**config.mk**
```make
export PLATFORM = sky130hd
export DESIGN_NAME = mport_rx_sender
export DESIGN_NICKNAME = d
export VERILOG_FILES = /design/src/rtl/mrx_pkg.sv /design/src/rtl/mrx_port_queue.sv /design/src/rtl/mrx_rr_arb.sv /design/src/rtl/mport_rx_sender.sv
export SDC_FILE = /design/constraint.sdc
export NUM_CORES = 1
export LEC_CHECK = 0
export ABC_CLOCK_PERIOD_IN_PS = 3300
export CAP_MARGIN = 10
export CORE_ASPECT_RATIO = 0.7
export CORE_MARGIN = 2
export CORE_UTILIZATION = 47
export CTS_CLUSTER_DIAMETER = 60
export CTS_CLUSTER_SIZE = 14
export DETAILED_ROUTE_END_ITERATION = 7
export DONT_BUFFER_PORTS = 1
export PLACE_DENSITY = 0.6
export SETUP_SLACK_MARGIN = 0.3
export SLEW_MARGIN = 20
export SYNTH_ARGS = -nofsm -noshare
export SYNTH_HDL_FRONTEND = slang
export SYNTH_SLANG_ARGS = --single-unit
```
**constraint.sdc**
```tcl
create_clock -name clk -period 3.3 [get_ports clk]
set_clock_uncertainty 0.15 [all_clocks]
set_input_delay 0.495 -clock clk [delete_from_list [all_inputs] [get_ports clk]]
set_output_delay 0.495 -clock clk [all_outputs]
set_load 0.02 [all_outputs]
```
**src/rtl/mrx_pkg.sv**
```systemverilog
package mrx_pkg;

  typedef enum logic {
    ST_ARB  = 1'b0,
    ST_XFER = 1'b1
  } mrx_state_e;

  // Rotating pick: the first requesting index after 'last', wrapping over np ports.
  function automatic int unsigned rr_next(input logic [31:0] req,
                                          input int unsigned last,
                                          input int unsigned np);
    int unsigned pick;
    pick = last;
    for (int k = 32; k >= 1; k--) begin
      if (k <= int'(np)) begin
        if (req[(last + k) % np]) pick = (last + k) % np;
      end
    end
    return pick;
  endfunction

  // A port may open a burst with a whole packet or a minimum block of bytes.
  function automatic logic can_start(input int unsigned level,
                                     input int unsigned pkts,
                                     input int unsigned min_blk);
    return (pkts != 0) || (level >= min_blk);
  endfunction

endpackage

```
**src/rtl/mrx_port_queue.sv**
```systemverilog
module mrx_port_queue #(
  parameter int DW    = 8,
  parameter int DEPTH = 16,
  parameter int LW    = $clog2(DEPTH + 1),
  parameter int AW    = (DEPTH > 1) ? $clog2(DEPTH) : 1
) (
  input  logic          clk,
  input  logic          rst_n,
  input  logic          wr_en,
  input  logic [DW-1:0] wr_byte,
  input  logic          wr_last,
  input  logic          rd_en,
  output logic [DW-1:0] rd_byte,
  output logic          rd_last,
  output logic [LW-1:0] level,
  output logic [LW-1:0] pkts,
  output logic          full
);

  logic [DW:0]   mem [DEPTH];
  logic [AW-1:0] wp_q, rp_q;

  function automatic logic [AW-1:0] bump(input logic [AW-1:0] p);
    return (p == AW'(DEPTH - 1)) ? '0 : p + 1'b1;
  endfunction

  always_ff @(posedge clk) begin
    if (wr_en) mem[wp_q] <= {wr_last, wr_byte};
  end

  assign rd_byte = mem[rp_q][DW-1:0];
  assign rd_last = mem[rp_q][DW];
  assign full    = (level == LW'(DEPTH));

  always_ff @(posedge clk or negedge rst_n) begin
    if (!rst_n) begin
      wp_q  <= '0;
      rp_q  <= '0;
      level <= '0;
      pkts  <= '0;
    end else begin
      if (wr_en) wp_q <= bump(wp_q);
      if (rd_en) rp_q <= bump(rp_q);
      case ({wr_en, rd_en})
        2'b10:   level <= level + 1'b1;
        2'b01:   level <= level - 1'b1;
        default: level <= level;
      endcase
      case ({wr_en && wr_last, rd_en && rd_last})
        2'b10:   pkts <= pkts + 1'b1;
        2'b01:   pkts <= pkts - 1'b1;
        default: pkts <= pkts;
      endcase
    end
  end

  assert_pop_nonempty_R3: assert property (@(posedge clk) disable iff (!rst_n)
    rd_en |-> (level != '0));

endmodule

```
**src/rtl/mrx_rr_arb.sv**
```systemverilog
module mrx_rr_arb
  import mrx_pkg::*;
#(
  parameter int NP = 4,
  parameter int PW = (NP > 1) ? $clog2(NP) : 1
) (
  input  logic          clk,
  input  logic          rst_n,
  input  logic [NP-1:0] req,
  input  logic          adv,
  output logic [PW-1:0] gnt,
  output logic          any
);

  logic [PW-1:0] last_q;
  logic [31:0]   req_w;

  assign req_w = 32'(req);
  assign any   = |req;
  assign gnt   = PW'(rr_next(req_w, 32'(last_q), NP));

  always_ff @(posedge clk or negedge rst_n) begin
    if (!rst_n) last_q <= PW'(NP - 1);
    else if (adv) last_q <= gnt;
  end

  assert_grant_requested_R8: assert property (@(posedge clk) disable iff (!rst_n)
    adv |-> req[gnt]);

endmodule

```
**src/rtl/mport_rx_sender.sv**
```systemverilog
module mport_rx_sender
  import mrx_pkg::*;
#(
  parameter int NP        = 4,
  parameter int DW        = 8,
  parameter int DEPTH     = 16,
  parameter int MIN_BLOCK = 8,
  parameter int PW        = (NP > 1) ? $clog2(NP) : 1
) (
  input  logic          clk,
  input  logic          rst_n,
  input  logic          in_wr,
  input  logic [PW-1:0] in_port,
  input  logic [DW-1:0] in_byte,
  input  logic          in_last,
  output logic [NP-1:0] in_full,
  input  logic          link_ren,
  output logic [DW-1:0] bus_data,
  output logic          bus_sel,
  output logic          bus_val,
  output logic          bus_sop,
  output logic          bus_eop
);

  localparam int LW = $clog2(DEPTH + 1);

  logic [DW-1:0] q_head  [NP];
  logic          q_last  [NP];
  logic [LW-1:0] q_level [NP];
  logic [LW-1:0] q_pkts  [NP];
  logic [NP-1:0] q_wr, q_rd, elig;

  mrx_state_e    st_q;
  logic [PW-1:0] cur_q;
  logic [NP-1:0] mid_q;
  logic [PW-1:0] arb_gnt;
  logic          arb_any;

  // named internal events
  logic evt_announce, evt_beat, evt_burst_end, head_last;
  logic [LW-1:0] cur_level;

  for (genvar p = 0; p < NP; p++) begin : g_port
    assign q_wr[p] = in_wr && (in_port == PW'(p));
    assign q_rd[p] = evt_beat && (cur_q == PW'(p));
    assign elig[p] = can_start(32'(q_level[p]), 32'(q_pkts[p]), MIN_BLOCK);

    mrx_port_queue #(.DW(DW), .DEPTH(DEPTH), .LW(LW)) u_q (
      .clk     (clk),
      .rst_n   (rst_n),
      .wr_en   (q_wr[p]),
      .wr_byte (in_byte),
      .wr_last (in_last),
      .rd_en   (q_rd[p]),
      .rd_byte (q_head[p]),
      .rd_last (q_last[p]),
      .level   (q_level[p]),
      .pkts    (q_pkts[p]),
      .full    (in_full[p])
    );
  end

  mrx_rr_arb #(.NP(NP), .PW(PW)) u_arb (
    .clk   (clk),
    .rst_n (rst_n),
    .req   (elig),
    .adv   (evt_announce),
    .gnt   (arb_gnt),
    .any   (arb_any)
  );

  assign head_last     = q_last[cur_q];
  assign cur_level     = q_level[cur_q];
  assign evt_announce  = (st_q == ST_ARB) && link_ren && arb_any;
  assign evt_beat      = (st_q == ST_XFER) && link_ren;
  assign evt_burst_end = evt_beat && (head_last || (cur_level == LW'(1)));

  always_ff @(posedge clk or negedge rst_n) begin
    if (!rst_n) begin
      st_q     <= ST_ARB;
      cur_q    <= '0;
      mid_q    <= '0;
      bus_data <= '0;
      bus_sel  <= 1'b0;
      bus_val  <= 1'b0;
      bus_sop  <= 1'b0;
      bus_eop  <= 1'b0;
    end else begin
      bus_sel <= evt_announce;
      bus_val <= evt_beat;
      bus_sop <= evt_beat && !mid_q[cur_q];
      bus_eop <= evt_beat && head_last;
      if (evt_announce) begin
        bus_data <= DW'(arb_gnt);
        cur_q    <= arb_gnt;
        st_q     <= ST_XFER;
      end
      if (evt_beat) begin
        bus_data     <= q_head[cur_q];
        mid_q[cur_q] <= !head_last;
        if (evt_burst_end) st_q <= ST_ARB;
      end
    end
  end

  assert_sel_single_R2: assert property (@(posedge clk) disable iff (!rst_n)
    bus_sel |=> !bus_sel);
  assert_sel_after_ren_R2: assert property (@(posedge clk) disable iff (!rst_n)
    bus_sel |-> $past(link_ren));
  assert_sop_with_val_R3: assert property (@(posedge clk) disable iff (!rst_n)
    bus_sop |-> bus_val);
  assert_eop_closes_R4: assert property (@(posedge clk) disable iff (!rst_n)
    bus_eop |=> (!bus_val && !bus_eop));
  assert_sel_val_excl_R5: assert property (@(posedge clk) disable iff (!rst_n)
    !(bus_sel && bus_val));
  assert_val_after_ren_R6: assert property (@(posedge clk) disable iff (!rst_n)
    bus_val |-> $past(link_ren));
  assert_bus_hold_R6: assert property (@(posedge clk) disable iff (!rst_n)
    (!bus_sel && !bus_val) |-> $stable(bus_data));
  assert_no_overflow_R10: assert property (@(posedge clk) disable iff (!rst_n)
    in_wr |-> !in_full[in_port]);

endmodule

```
# --- After elaboration in Yosys (flattened, before gate mapping) ---
# Memories as Yosys holds them, arrays and structs flattened.
# Cells that the tools add are included.
classes:
  n_eq_ne: 35
  order_cmp: 11
  n_mux: 55
  n_reduce_logical: 46
  n_addsub: 28
  n_bitwise: 2
ops:
  columns: ["op", "count"]
  rows:
  - ["case mux 5 bit (2 select lines)", 8]
  - ["adder 5 x 1 -> 5 bit, second input constant", 8]
  - ["subtractor 5 x 1 -> 5 bit, second input constant", 8]
  - ["adder 4 x 1 -> 4 bit, second input constant", 8]
  - ["== test 4 bit, second input constant", 8]
  - ["2-to-1 mux 4 bit", 8]
  - ["2-to-1 mux 8 bit", 4]
  - ["== test 2 bit, second input constant", 12]
  - ["< comparator 2 x 6 -> 1 bit, second input constant", 4]
  - ["logical AND 1 bit", 23]
  - ["== test 2 x 1 -> 1 bit, second input constant", 10]
  - ["== test 5 bit, second input constant", 4]
  - [">= comparator 5 x 4 -> 1 bit, second input constant", 4]
  - ["nonzero test 5 bit", 4]
  - ["2-to-1 mux 1 bit", 19]
  - ["nonzero test 2 bit", 9]
  - ["binary-select mux 8 bit (select 2 bit)", 1]
  - ["binary-select mux 1 bit (select 2 bit)", 6]
  - ["binary-select mux 5 bit (select 2 bit)", 1]
  - ["2-to-1 mux 5 bit", 2]
  - ["2-to-1 mux 2 bit", 4]
  - ["== test 5 x 1 -> 1 bit, second input constant", 1]
  - ["logical OR 1 bit", 5]
  - ["adder 2 x 1 -> 2 bit, second input constant", 2]
  - ["other kinds (11)", 14]
totals:
  out_inout_bits: 16
  ram_bits: 576
  input_bits: 15
  wordCells: 206
  memories: 4
  reg_bits: 93
mem_list:
  columns: ["name", "words", "word_bits", "read_ports", "rd_clocked_by_memory_dff", "wr", "line_no", "text"]
  rows:
  - ["g_port[0].u_q.mem", 16, 9, 1, 0, 1, "mrx_port_queue.sv:20", "logic [DW:0] mem [DEPTH];"]
  - ["g_port[1].u_q.mem", 16, 9, 1, 0, 1, "mrx_port_queue.sv:20", null]
  - ["g_port[2].u_q.mem", 16, 9, 1, 0, 1, "mrx_port_queue.sv:20", null]
  - ["g_port[3].u_q.mem", 16, 9, 1, 0, 1, "mrx_port_queue.sv:20", null]

# --- Logic depth before layout (Yosys ltp) ---
# Gate-level depths: netlist of run 1.
logic_depth:
  word_depth: 10
  depth_mapped: 18

# --- Modules after synthesis ---
# A second synthesis of run 1 with hierarchy kept.
hier_totals:
  hier_cells: 1573
  area_unflattened_um2: 28081.9
modules_own_cells:
  columns: ["module", "area_per_inst_um2", "n_inst", "cells_per_inst"]
  rows:
  - ["mrx_port_queue at g_port[2].u_q ...", 6697.7, 2, 363]
  - ["mrx_port_queue at g_port[0].u_q ...", 6677.7, 2, 359]
  - ["mport_rx_sender", 1142.3, 1, 104]
  - ["mrx_rr_arb", 188.9, 1, 25]

# --- Least setup slack after synthesis of run 1 ---
# No wires, ideal clock.
synth_path:
  path_kind: "register to register"
  startpoint: "register g_port[1].u_q.rp_q[0]"
  endpoint: "register g_port[1].u_q.pkts[4]"
  slack_ns: -0.223
  path_buffers: 4
  stages_incl_launch_ff: 19
  synth_period_minus_slack_ns: 3.523
  arrival_time_ns: 3.248
  required_time_ns: 3.025
  path_cell_list: "dfrtp_1 -> buf_2 -> buf_4 -> buf_4 -> nor2b_1 -> a22oi_1 -> nand2_1 -> o22a_1 -> nor2_1 -> ha_1 -> clkbuf_1 -> xor2_1 -> ha_1 -> o21a_1 -> o22a_1 -> a21oi_1 -> xor2_1 -> nor2_1 -> xor2_1"
synth_via:
  elab_chain_cells: 4
  word_cells_on_any_way: 6
  classes_between: "2 x eq/ne; 1 x mux; 2 x reduce/logical; 1 x memory"
synth_rtl:
  columns: ["element", "line_no", "text"]
  rows:
  - ["from (decl)", "mrx_port_queue.sv:21", "logic [AW-1:0] wp_q, rp_q;"]
  - ["from (signal assigned)", "mrx_port_queue.sv:43", "if (rd_en) rp_q <= bump(rp_q);"]
  - ["memory (16 x 9 bit) (*)", null, null]
  - ["logical AND 1 bit (*)", "mrx_port_queue.sv:49", "case ({wr_en && wr_last, rd_en && rd_last})"]
  - ["== test 2 x 1 -> 1 bit or == test 2 bit (tied branches)", "mrx_port_queue.sv:49", null]
  - ["case mux 5 bit (2 select lines) or nonzero test 2 bit (tied branches)", null, null]
  - ["to (signal assigned)", "mrx_port_queue.sv:50", "2'b10: pkts <= pkts + 1'b1;"]
  - ["to (signal assigned)", "mrx_port_queue.sv:51", "2'b01: pkts <= pkts - 1'b1;"]
  - ["to (signal assigned)", "mrx_port_queue.sv:52", "default: pkts <= pkts;"]
  - ["to (decl)", "mrx_port_queue.sv:16", "output logic [LW-1:0] pkts,"]
# Mark *: on every way between the ends. The rest lies on a longest branch, timed or not.
# A chain may end at the register's enable or synchronous reset.

# --- Worst setup path in the final report of run 1 ---
layout_path:
  startpoint: "register g_port[2].u_q.rp_q[0]"
  endpoint: "register g_port[2].u_q.pkts[4]"
layout_via:
  elab_chain_cells: 4
  word_cells_on_any_way: 6
  classes_between: "2 x eq/ne; 1 x mux; 2 x reduce/logical; 1 x memory"
layout_rtl:
  columns: ["element", "line_no"]
  rows:
  - ["from (decl)", "mrx_port_queue.sv:21"]
  - ["from (signal assigned)", "mrx_port_queue.sv:43"]
  - ["memory (16 x 9 bit) (*)", null]
  - ["logical AND 1 bit (*)", "mrx_port_queue.sv:49"]
  - ["== test 2 x 1 -> 1 bit or == test 2 bit (tied branches)", "mrx_port_queue.sv:49"]
  - ["case mux 5 bit (2 select lines) or nonzero test 2 bit (tied branches)", null]
  - ["to (signal assigned)", "mrx_port_queue.sv:50"]
  - ["to (signal assigned)", "mrx_port_queue.sv:51"]
  - ["to (signal assigned)", "mrx_port_queue.sv:52"]
  - ["to (decl)", "mrx_port_queue.sv:16"]
# Marks and branches as above.

==> impl_metrics.ini, run 1 <==
[critical_path]
crit_path_end_kind = flop
path_buf_inv = 2
worst_path_max_delay_cell = dfrtp_2
max_stage_delay_ns = 0.49
arrival_ns = 3.41
rr_startpoint = g_port[2].u_q.rp_q[0]
reg2reg_to = g_port[2].u_q.pkts[4]
crit_type = reg -> reg
cpLargestDelayFamily = compound AO/OA/AOI/OAI gates
reg2reg_slack_ns = 0.22
crit_path_max_fanout = 6
crit_required_ns = 3.63
crit_chain = buf_6, a2111oi_4, a311oi_2, a21boi_1, buf_4, nor2_4, ha_2, xor2_1, ha_2, o21a_1, o22a_1, a21oi_2, xor2_1, nor2_1, xor2_1
r2r_cells = 15
cp_common_cell = xor2_1
cp-start-kind = flop

[layout]
mostFrequentLayoutCell = edfxtp_1
drive_above_1_share_pct = 21.7
final_cell_mix = edfxtp_1, buf_4, mux4_2, mux2i_1, nand2_1
n_antenna_cell = 0
area_delta_synth_final_pct = 14.0
utilization_pct = 54.5
final_nets = 1879

[floorplan]
coreArea_um2 = 58600
dieArea_um2 = 61600
io_pins = 31
die_w_um = 296
dieHeight_um = 208
initial_core_util_pct = 47.8
rows = 74

[global_routing]
grt_pass1_wl_um = 98500
grt_overflow = 0
grt_pass1_vias = 15000
grt_max_degree = 94
gr-usage-all-layers_pct = 21.6
antenna_found_initial = 1

[clock_network]
insertion_delay_ns = 0.61
numCtsBuffers = 55
clock-sinks = 669
htreeDepth = 2
cts-root-buf = clkbuf_16
cts_buffer_depth = 3
cts_tree = yes
clkTransAtPathRegs_ns = 0.07

[min_path]
min_from = link_ren
min_path_type = in -> reg
whs_path_depth = 2
whs_endpoint = bus_data[0]

[timing]
max_clock_freq_mhz = 324
rsz0062_at_grt = true
worst_slew_pin_slew_ns = 0.872
maxSlewViolCount = 0
finalHoldViolCount = 0
fin_crit_ns = 3.08
relSlewSlack_pct = 41.3
setup_tns_ns = 0
fin_crit_sh_pct = 93.4
finalSetupViolCount = 0

[yosys]
syn-num-nets = 1754
synth_cell_type_count = 72
async_reset_ff_share_pct = 13.9
syn_area_um2 = 28000
yosysWarnings = 0
ys.flop_type = edfxtp_1
synthCells = 1685
muxShareOfSynthArea_pct = 12.4
synth-seq-cells = 669
synthSimpleGateAreaFrac_pct = 6.09
ys_seq_area_share_pct = 70.1
synthAdderAreaFrac_pct = 2.52
syn_area_per_cell_um2 = 16.6
synth_compound_area_share_pct = 5.37
synth_edf_count = 576
yosys.area_share.xor_xnor_pct = 1.72
synth_top_family_by_area = multiplexers

[power]
power_density_nw_per_um2 = 783
ir_worst_vdd_uv = 430
p_seq_share_pct = 43.3
power.net_switching_uw = 8160
p_leak_uw = 0.0111
p_total_uw = 25000
switching_share_pct = 32.6
internal_power_uw = 16800
comb_power_share_pct = 31.9
pwr-share-clk_pct = 24.8

[placed_design]
dp_hpwl_um = 42100
io_buffers = 0
place.gp.congestion = 0.841

[routing]
wire_per_inst_um = 24.7
wl_um = 65500
drt_iter0_drc = 1579
ant_nets = 0
drc = 0
num_vias = 15200
avgViaCountPerCell = 5.73
first_pass_iters = 5

[run]
cap_violations = 0

[status]
outcome = finished clean
-- logic make-up after synthesis --
group / Yosys count
buffers and inverters: 117
AND/OR/NAND/NOR: 354
AO/OA/AOI/OAI: 218
flip-flops: 669
adder cells (fa/ha/maj): 54
XOR/XNOR: 55
multiplexers: 218
-- sequential cells by signal, summed over array words and instances (netlist names) --
signal	count
g_port.u_q.mem	576
cur_q	2
st_q	1
bus_eop	1
bus_sel	1
g_port.u_q.rp_q	16
g_port.u_q.pkts	20
bus_val	1
bus_data	8
g_port.u_q.level	20
g_port.u_q.wp_q	16
bus_sop	1
u_arb.last_q	2
mid_q	4
-- timing repair --
item,4_1_cts,5_1_grt
hold buffers,12,0
buffers inserted,21,3
endpoints found under the hold margin,671,0
pin swaps,13,11
setup endpoints to repair,6,14
gates resized for setup,23,20
-- worst max-delay path by stage --
stage | startpoint | endpoint | slack (ns) | depth (start not counted)
after floorplan | g_port[1].u_q.rp_q[0] | g_port[1].u_q.pkts[4] | 0.13 | 18
after global placement | g_port[0].u_q.rp_q[1] | g_port[0].u_q.pkts[4] | 0.13 | 13
after detailed placement | g_port[0].u_q.rp_q[1] | g_port[0].u_q.pkts[4] | 0.06 | 13
after CTS | g_port[2].u_q.rp_q[0] | g_port[2].u_q.pkts[4] | 0.20 | 15
after global routing | g_port[2].u_q.rp_q[0] | g_port[2].u_q.pkts[4] | 0.11 | 15
final | g_port[2].u_q.rp_q[0] | g_port[2].u_q.pkts[4] | 0.22 | 15
-- power by group through the flow --
| stage | Clock (uW) | Combinational [uW] | Sequential [uW] |
|---|---|---|---|
| finish | 6200 | 7970 | 10800 |
| global route | 6680 | 8630 | 10900 |
| CTS | 6350 | 7860 | 10800 |
| detailed placement | 0 | 7330 | 11100 |
| global placement | 0 | 7260 | 11000 |
| floorplan | 0 | 5610 | 10500 |
-- final cells by class --
| cell class | count | area, um2 |
|---|---|---|
| inverters | 29 | 109 |
| flip-flops and latches | 669 | 19600 |
| clock buffers | 95 | 1550 |
| clock inverters | 9 | 93.8 |
| fillers | 4624 | 26700 |
| repair buffers | 156 | 1430 |
| multi-input cells | 899 | 8090 |
| well taps | 798 | 998 |
-- cell usage after synthesis (30+ instances only) --
master	instances	share of area, %
nor2b_1	30	0.67
ha_1	50	2.2
edfxtp_1	576	62
nor2_1	90	1.2
clkbuf_1	48	0.64
dfrtp_1	91	8.1
o21ai_0	34	0.61
xor2_1	34	1.1
nand3_1	39	0.70
a21oi_1	45	0.80
mux4_2	101	8.1
mux2i_1	101	3.6
nand2_1	97	1.3
-- routing by layer --
metal / vias up / part of all wire (%) / track usage (%)
li1: 6823 / - / -
met1: 7872 / 47 / 33.7
met2: 447 / 45 / 32.4
met3: 64 / 6.4 / 3.71
met4: 0 / 1.3 / 3.87
met5: - / 0 / 0
-- stage by stage --
step	hold slack, ns	setup slack, ns	area (um2)	std cells
after floorplan	0.0494	0.129	28200	1685
after global placement	0.0538	0.135	29600	2515
after detailed placement	0.0539	0.0577	29600	2515
after CTS	0.0441	0.202	31800	2652
after global routing	0.0610	0.106	31900	2655
final	0.0853	0.218	31900	2655
No activity file was read; power rests on OpenSTA's default activity.
==> run 2, diff against run 1 <==
SYNTH_HIERARCHICAL = 1   (was unset)
==> run 2 against run 1 <==
Net effect: count of clock-buffer cells in the layout is 3 higher; register-to-register slack better by 0.16 ns; sequential power hardly changed; area after synthesis is 0.32% higher; global-route usage is 1.5 points lower; wire length is 5.4% lower; cell count is 4.8% lower; critical endpoint is now bus_data[5]; highest routed layer unchanged.
==> impl_metrics.ini, run 2 <==
[status]
outcome = finished clean

[power]
power_density_nw_per_um2 = 771
comb_power_share_pct = 30.7
switching_share_pct = 31.9
internal_power_uw = 16500
pwr-share-clk_pct = 24.8
ir_worst_vdd_uv = 453
power.net_switching_uw = 7750
p_seq_share_pct = 44.5
p_leak_uw = 0.0107

[floorplan]
dieHeight_um = 209
rows = 74
coreArea_um2 = 58700
die_w_um = 296
dieArea_um2 = 61800
io_pins = 31
initial_core_util_pct = 47.8

[yosys]
synth-seq-cells = 669
synth_cell_type_count = 56
synthTopCellsByArea = edfxtp_1, mux4_2, dfrtp_1
synth_edf_count = 576
synthCells = 1573
synth_top_family_by_area = multiplexers
yosysWarnings = 6
synth_top_area_share_pct = 61.6
muxShareOfSynthArea_pct = 13.9
synth_compound_area_share_pct = 4.72
async_reset_ff_share_pct = 13.9
syn_area_per_cell_um2 = 17.9
yosys.area_share.xor_xnor_pct = 1.12
synthSimpleGateAreaFrac_pct = 5.27
yosysMostFrequentCell = edfxtp_1
synthTopCellsByCount = edfxtp_1, nand2_1, mux4_2
syn_area_um2 = 28100
ys_seq_area_share_pct = 69.9
syn-num-nets = 1648
synthAdderAreaFrac_pct = 2.89
yosysTopAreaCell = edfxtp_1
ys.flop_type = edfxtp_1

[layout]
fillCellCount = 4652
top_register = g_port.u_q/mem
final_cell_mix = edfxtp_1, nand2_1, mux4_2
mostFrequentLayoutCell = edfxtp_1
top_regs = g_port.u_q/mem: 576 flops, g_port.u_q/level: 20 flops, g_port.u_q/pkts: 20 flops
drive_above_1_share_pct = 20.2
final_nets = 1759
area_delta_synth_final_pct = 12.2
instances_no_fill = 2528
largest_reg_flops = 576

[critical_path]
worst-path-stages = 7
reg2reg_to = bus_data[5]
max_stage_delay_ns = 0.53
path_buf_inv = 2
cpLargestDelayFamily = multiplexers
crit_chain = buf_4, buf_4, mux4_2, a22oi_1, nand2_1, mux4_2, a22o_1
crit_type = reg -> reg
cp-start-kind = flop
endpoint = bus_data[5]
setup.worst_path.start = g_port[0].u_q/rp_q[0]
arrival_ns = 3.24
reg2reg_slack_ns = 0.38
rr_startpoint = g_port[0].u_q/rp_q[0]
worst_path_max_delay_cell = mux4_2
crit_path_max_fanout = 7
crit_required_ns = 3.62
r2r_cells = 7
crit_path_end_kind = flop

[routing]
wire_per_inst_um = 24.5
wl_um = 62000
first_pass_iters = 5
avgViaCountPerCell = 5.78
ant_nets = 0
drc = 0
num_vias = 14600
drt_iter0_drc = 1432

[global_routing]
gr-usage-all-layers_pct = 20.2
grt_pass1_vias = 14300
grt_pass1_wl_um = 92100
antenna_found_initial = 0
grt_max_degree = 94
grt_overflow = 0

[timing]
setup_tns_ns = 0
fin_crit_ns = 2.92
rsz0062_at_grt = true
finalHoldViolCount = 0
relSlewSlack_pct = 42.4
worst_slew_pin_slew_ns = 0.863
finalSetupViolCount = 0
maxSlewViolCount = 0
max_clock_freq_mhz = 342
fin_crit_sh_pct = 88.5

[placed_design]
dp_hpwl_um = 38500
place.gp.congestion = 0.853
dpl.cell_count = 2405
io_buffers = 0

[clock_network]
clkTransAtPathRegs_ns = 0.07
clock-sinks = 669
insertion_delay_ns = 0.59
numCtsBuffers = 54
cts_tree = yes
htreeDepth = 2
cts_buffer_depth = 3
cts-root-buf = clkbuf_16

[min_path]
min_path_type = in -> reg

[run]
cap_violations = 0
-- run 2: changes by cell type after synthesis, sizes merged, moves of 13 or more --
cell and change:
a22oi +38, nand2 +25, xor2 -26, a31oi -18
o21ai +19, inv +13, nand3 -36, a21oi -20
clkbuf -20, a211oi -15, mux4 +54, mux2i -84
nor2b -16
-- run 2: logic make-up after synthesis --
| kind of cell | count (synthesis) |
|---|---|
| DFF | 669 |
| and+or+nand+nor | 317 |
| AOI/OAI and AO/OA | 198 |
| muxes | 180 |
| buffers and inverters | 113 |
| adders and majority gates | 60 |
| xor gates and xnor gates | 36 |
-- run 2: metal layers --
metal / part of all wire [%] / vias up / GRT usage (%)
met4: 1.2 / 0 / 3.15
met3: 6.9 / 64 / 4.21
met2: 45 / 421 / 29.7
met5: 0 / - / 0
met1: 47 / 7618 / 31.7
li1: - / 6512 / -
-- run 2: worst min-delay path, stage by stage --
cell and delay [ns]:
nor2_1 0.06, inv_1 0.10, o41ai_1 0.08
-- run 2: area by class of cell --
| class | count | area, um2 | area share, % |
|---|---|---|---|
| diodes | 1 | 2.50 | 0.00794 |
| clock buffers | 98 | 1540 | 4.88 |
| clock inverters | 3 | 28.8 | 0.0913 |
| inverters | 42 | 158 | 0.500 |
| multi-input cells | 791 | 7960 | 25.3 |
| flip-flops and latches | 669 | 19600 | 62.3 |
| well taps | 798 | 998 | 3.17 |
| repair buffers | 126 | 1190 | 3.77 |
-- run 2: through the flow --
step / hold slack (ns) / instance area [um2] / total power (uW) / setup slack [ns] / utilization (%)
2_1_floorplan: 0.0494 / 28100 / 16000 / 0.346 / -
3_3_place_gp: 0.0516 / 29400 / 17800 / 0.210 / 50.1
3_5_place_dp: 0.0510 / 29400 / 18000 / 0.0950 / 50.1
4_1_cts: 0.00937 / 31300 / 24200 / 0.229 / 53.4
5_1_grt: 0.0326 / 31500 / 25500 / 0.259 / 53.7
6_report: 0.0424 / 31500 / 24300 / 0.380 / 53.7
-- run 2: repair_timing --
action	in CTS	in global routing
buffers inserted	1	8
pin swaps	0	10
hold endpoints to repair	672	0
endpoints found under the setup margin	9	17
resized for setup	13	39
hold buffers	12	0
-- run 2: worst min-delay path by stage --
stage	start	end	cells past startpoint
6_report	in_port[1]	g_port[1].u_q/wp_q[3]	3
3_3_place_gp	rst_n	g_port[0].u_q/pkts[4]	0
5_1_grt	in_port[1]	g_port[1].u_q/wp_q[3]	3
4_1_cts	link_ren	bus_sop	2
2_1_floorplan	rst_n	bus_data[0]	0
3_5_place_dp	rst_n	g_port[0].u_q/pkts[4]	0
-- run 2: power by group through the flow --
stage	sequential (uW)	combinational, uW	clock (uW)
after floorplan	10600	5440	0
after global routing	10900	8110	6490
after CTS	10800	7300	6160
after detailed placement	11000	7030	0
final	10800	7470	6010
after global placement	10900	6930	0
